$ cat src/rtl/dbg_ctrl_unit.sv
module dbg_ctrl_unit #(
  parameter int AW = 8,
  parameter int DW = 32,
  parameter logic [AW-1:0] STATUS_ADDR = 'h00,
  parameter logic [AW-1:0] INJECT_ADDR = 'h04
) (
  input  logic          clk,
  input  logic          rst_n,
  input  logic          cmd_valid,
  output logic          cmd_ready,
  input  logic          cmd_write,
  input  logic [AW-1:0] cmd_addr,
  input  logic [DW-1:0] cmd_wdata,
  output logic          rsp_valid,
  output logic [DW-1:0] rsp_rdata,
  input  logic          cpu_busy,
  input  logic          cpu_brk,
  input  logic          cpu_issue,
  input  logic          cpu_rf_we,
  input  logic [DW-1:0] cpu_rf_wdata,
  output logic          cpu_reset,
  output logic          cpu_halt,
  output logic          inj_valid,
  output logic [DW-1:0] inj_instr,
  input  logic          inj_ready
);
  localparam int B_STEP   = 4;
  localparam int B_SETRST = 16;
  localparam int B_SETHLT = 17;
  localparam int B_CLRRST = 24;
  localparam int B_CLRHLT = 25;

  logic          reset_q, halt_q, brk_q, step_q;
  logic [DW-1:0] rf_q;
  logic          inj_req, accept, wr_stat, halt_set, halt_clr;
  logic [DW-1:0] rd_word;

  assign inj_req   = cmd_valid & cmd_write & (cmd_addr == INJECT_ADDR);
  assign cmd_ready = ~inj_req | inj_ready;
  assign inj_valid = inj_req;
  assign inj_instr = cmd_wdata;
  assign accept    = cmd_valid & cmd_ready;
  assign wr_stat   = accept & cmd_write & (cmd_addr == STATUS_ADDR);

  assign halt_clr = wr_stat & cmd_wdata[B_CLRHLT];
  assign halt_set = (wr_stat & cmd_wdata[B_SETHLT]) | cpu_brk
                  | (step_q & ~halt_q & cpu_issue);

  assign cpu_reset = reset_q;
  assign cpu_halt  = halt_q;

  always_comb begin
    rd_word = '0;
    if (cmd_addr == STATUS_ADDR)
      rd_word[4:0] = {step_q, brk_q, cpu_busy, halt_q, reset_q};
    else if (cmd_addr == INJECT_ADDR)
      rd_word = rf_q;
  end

  always_ff @(posedge clk or negedge rst_n) begin
    if (!rst_n) begin
      reset_q <= 1'b0;
      halt_q  <= 1'b0;
      brk_q   <= 1'b0;
      step_q  <= 1'b0;
    end else begin
      if (wr_stat & cmd_wdata[B_CLRRST])      reset_q <= 1'b0;
      else if (wr_stat & cmd_wdata[B_SETRST]) reset_q <= 1'b1;
      if (halt_clr)      halt_q <= 1'b0;
      else if (halt_set) halt_q <= 1'b1;
      if (halt_clr)     brk_q <= 1'b0;
      else if (cpu_brk) brk_q <= 1'b1;
      if (wr_stat) step_q <= cmd_wdata[B_STEP];
    end
  end

  always_ff @(posedge clk or negedge rst_n) begin
    if (!rst_n) rf_q <= '0;
    else if (cpu_rf_we) rf_q <= cpu_rf_wdata;
  end

  always_ff @(posedge clk or negedge rst_n) begin
    if (!rst_n) begin
      rsp_valid <= 1'b0;
      rsp_rdata <= '0;
    end else begin
      rsp_valid <= accept;
      if (accept) rsp_rdata <= cmd_write ? '0 : rd_word;
    end
  end
endmodule

$ cat config.mk
export PLATFORM = sky130hd
export DESIGN_NAME = dbg_ctrl_unit
export DESIGN_NICKNAME = d
export VERILOG_FILES = /design/src/rtl/dbg_ctrl_unit.sv
export SDC_FILE = /design/constraint.sdc
export NUM_CORES = 1
export LEC_CHECK = 0
export BUFFER_PORTS_ARGS = -buffer_cell sky130_fd_sc_hd__buf_2
export CORE_AREA = 2 2 90 92
export CTS_CLUSTER_SIZE = 8
export DETAILED_ROUTE_END_ITERATION = 16
export DIE_AREA = 0 0 92 94
export GPL_TIMING_DRIVEN = 1
export HOLD_SLACK_MARGIN = 0.03
export PLACE_DENSITY = 0.74
export SLEW_MARGIN = 20
export SYNTH_ARGS = -nofsm -noshare
export SYNTH_HDL_FRONTEND = slang
export SYNTH_SLANG_ARGS = --single-unit
$ cat constraint.sdc
create_clock -name clk -period 2.2 [get_ports clk]
set_input_delay 0.11 -clock clk [delete_from_list [all_inputs] [get_ports clk]]
set_output_delay 0.11 -clock clk [all_outputs]
set_load 0.05 [all_outputs]
# After elaboration in Yosys (flattened, before gate mapping)
# Index checks and enable logic that the tools add are counted.
# op_classes
eq_ne	1
muxes	10
n_reduce_logical	4
n_bitwise	16
# op_table
operator	count
$mux 32	2
$mux 27	1
$and 1x1->1	11
$eq 8x3->1 const B	1
$logic_not 8->1	1
$mux 1	6
$reduce_bool 2->1	3
$mux 5	1
$or 1x1->1	3
$not 1->1	2
# totals
output_inout_bits	69
regBits	69
in_bits	81
word_cells	38

# Longest topological paths before layout
# logic_depth
word_depth	12
mapped_depth	5
ltp_nobuf	3

# Least setup slack after synthesis
# OpenSTA, ideal clock, no wires.
# synth_timing
kind	input-to-reg
startpoint	input port cmd_addr[4]
endpoint	register rsp_rdata[11]
slack_ns	0.634
cell_stages	5
t_arrival_ns	1.499
setup_ns	0.067
required_time_ns	2.133
path_buffers	2
cell_sequence	or4_1 -> buf_2 -> nor4b_4 -> buf_6 -> a22o_1
# synth_via
elab_chain_cells	5
elab_cells_between_ends	9
cone_classes	eq/ne: 1; mux: 3; bitwise: 4; reduce/logical: 1
# synth_rtl
item	line_no	rtl
from (decl)	12	input logic [AW-1:0] cmd_addr,
$eq 8x3->1	38, 56	
$and 1x1->1	38	assign inj_req = cmd_valid & cmd_write & (cmd_addr == INJECT_ADDR);
$not 1->1	39	assign cmd_ready = ~inj_req | inj_ready;
$or 1x1->1	39	
$and 1x1->1	42	assign accept = cmd_valid & cmd_ready;
to (signal assigned)	88	if (accept) rsp_rdata <= cmd_write ? '0 : rd_word;
to (decl)	15	output logic [DW-1:0] rsp_rdata,
# Several ways; a longest one is shown, not always the timed one.
# A chain may end at the register's enable or synchronous reset.

# Worst setup path in the final report
# layout_timing
startpoint	input port cmd_addr[4]
endpoint	register rsp_rdata[28]
# Same word-level chain as after synthesis.

==> impl_metrics.toml <==
[global_route]
grt_pass1_vias = 2111
grt_overflow_total = 0
grtUsageMet3_pct = 4.41
grt_use_met1_pct = 18.5
grt.busiest_layer = "met2"
grtUsageTotal_pct = 15.1
antenna_found_initial = 0
grt_max_degree = 34
grt_use_met2_pct = 23.6
grt_pass1_wl_um = 10100

[sta]
final.setup_skew_ns = 0.00857
fin_crit_sh_pct = 65.6
grt_setup_unrepaired = "no"
fin_tns_setup_ns = 0
min_period_ns = 1.44
fmax_mhz = 693
hold_viol = 0
worst_slack_ns = 0.757
slew_violations = 0
finalSetupViolCount = 0
worst_slew_pin_slew_ns = 0.746
maxSlewHeadroom_pct = 50.3

[setup_path]
crit_arrival_ns = 1.70
crit_type = "input pin to flip-flop"
cp-end-kind = "flip-flop"
path_cells = "buf_2 -> or4_1 -> nor4b_4 -> buf_4 -> a22o_1"
critPathMaxFanout = 26
critPathMaxStageDelay_ns = 0.67
crit_slowest_cell = "or4_1"
critical_path.startpoint_type = "input pin"
crit_buf_inv = 2
cp.required_ns = 2.46
critPathTopFamily = "simple AND/OR/NAND/NOR gates"

[synthesis]
syn_avg_cell_area_um2 = 13.6
yosys_most_used_dff = "dfrtp_1"
yosys.cell_types.count = 25
seq_area_frac_synth_pct = 59.2
synth-warning-count = 0
synth_edf_count = 0
syn_area_um2 = 2920
synth_nets = 295
synth-async-reset-ratio_pct = 100
synth.ff_latch_count = 69
synth_cells = 214

[placement]
pre_cts_ws_ns = 0.420
dp_hpwl_um = 4290
routabilityCongestion = 0.705
port_buffers = 95

[clock_tree]
cts_inserted_buffers = 9
postCtsHoldBufs = 35
cts_sinks = 69
post_cts_buffers = 0
cts_tree = "built"
htreeDepth = 3
worstSkewPairLatency_ns = 0.33
clockRootBuffer = "clkbuf_8"
path_clk_slew_ns = 0.07
clk_path_buf_depth = 2
cts_resized = 0

[layout]
multi_input_area_um2 = 861
num_antenna_cells = 0
n_fill_cell = 675
post-route-util_pct = 49.9
nets = 396
final_cell_mix = "buf_2, dfrtp_1, dlygate4sd3_1, mux2_2, a22o_1"
area_delta_synth_final_pct = 30.0
final_common_cell = "buf_2"
final-seq-area_um2 = 1730
drive_gt1_share_pct = 44.4

[detailed_routing]
ant_nets = 0
drc_errors = 0
wl_per_cell_um = 15.0
drtIter0Drc = 56
vias = 2069
vias_per_cell = 4.90
drt-total-wl_um = 6330
dr.pass1.iters = 4

[floorplanning]
dieWidth_um = 92
num_rows = 32
pin_count = 150
die_h_um = 94
dieArea_um2 = 8650
start_util_pct = 38.4
core_area_um2 = 7610

[power_and_ir_drop]
p_leak_nw = 1.90
power_density_nw_per_um2 = 689
irDropWorstVdd_v = 0.000361

[min_path]
hold_class = "input pin to flip-flop"

[status]
outcome = "completed"

[job]
maxCapViolations = 0
final cells by class:
class | count | area share [%]
sequential | 69 | 45.5
tap | 102 | 3.36
clock buffer | 12 | 3.83
timing repair buffer | 134 | 22.6
clock inverter | 4 | 1.25
multi-input combinational | 93 | 22.7
inverter | 8 | 0.792
worst min-delay path, delay by kind of cell:
kind,cells,cell delay (ns)
AO/OA/AOI/OAI,2,0.17
buffers and inverters,1,0.07
power breakdown:
group | switching [mW] | total (mW) | internal (mW)
clock network | 0.432 | 0.984 | 0.551
logic | 0.127 | 0.269 | 0.142
registers | 0.0308 | 1.36 | 1.33
per-stage QoR:
stage                     hold WS [ns]  instances  power (mW)  area [µm²]
after global placement          0.0250        371        1.60        3250
after detailed placement        0.0296        371        1.61        3250
final                           0.0647        422        2.61        3790
after global routing            0.0590        422        2.74        3790
after CTS                       0.0480        422        2.65        3790
after floorplan                 -0.186        214        1.64        2920
state kept, by name (all words and copies together) (netlist names):
signal	flops
brk_q	1
cpu_halt	1
rsp_rdata	32
rsp_valid	1
cpu_reset	1
step_q	1
rf_q	32
synthesized netlist by cell type, types with 3 or more instances:
master,number,share of area [%]
inv_1,8,1.0
clkbuf_1,6,0.77
mux2_2,28,11
nor4_1,3,0.64
a22o_1,26,7.8
mux2i_1,5,1.7
o2bb2ai_1,6,1.8
mux2_1,5,1.9
or4_1,3,0.77
buf_4,32,8.2
dfrtp_1,69,59
nor2_1,3,0.39
buf_1,3,0.39
cells by family after synthesis:
group | share of synthesized area [%]
and+or+nand+nor | 4.50
buffers and inverters | 11.4
AOI/OAI and AO/OA | 10.5
muxes | 14.4
DFF | 59.2
metal layers:
metal	up-vias	part of all wire, %
li1	939	-
met1	1014	40
met2	84	48
met3	32	8.1
met4	0	4.0
met5	-	0
worst paths after layout:
check,start,to,slack [ns],cells after the start
max reg2reg,step_q,cpu_halt,1.37,2
max in group asynchronous,rst_n,rsp_rdata[0],1.32,3
max,cmd_addr[4],rsp_rdata[28],0.76,5
min,cpu_issue,cpu_halt,0.06,3
min reg2reg,rf_q[29],rsp_rdata[29],0.49,1
min in group asynchronous,rst_n,rf_q[18],0.21,2
No activity file was read; power rests on OpenSTA's default activity.
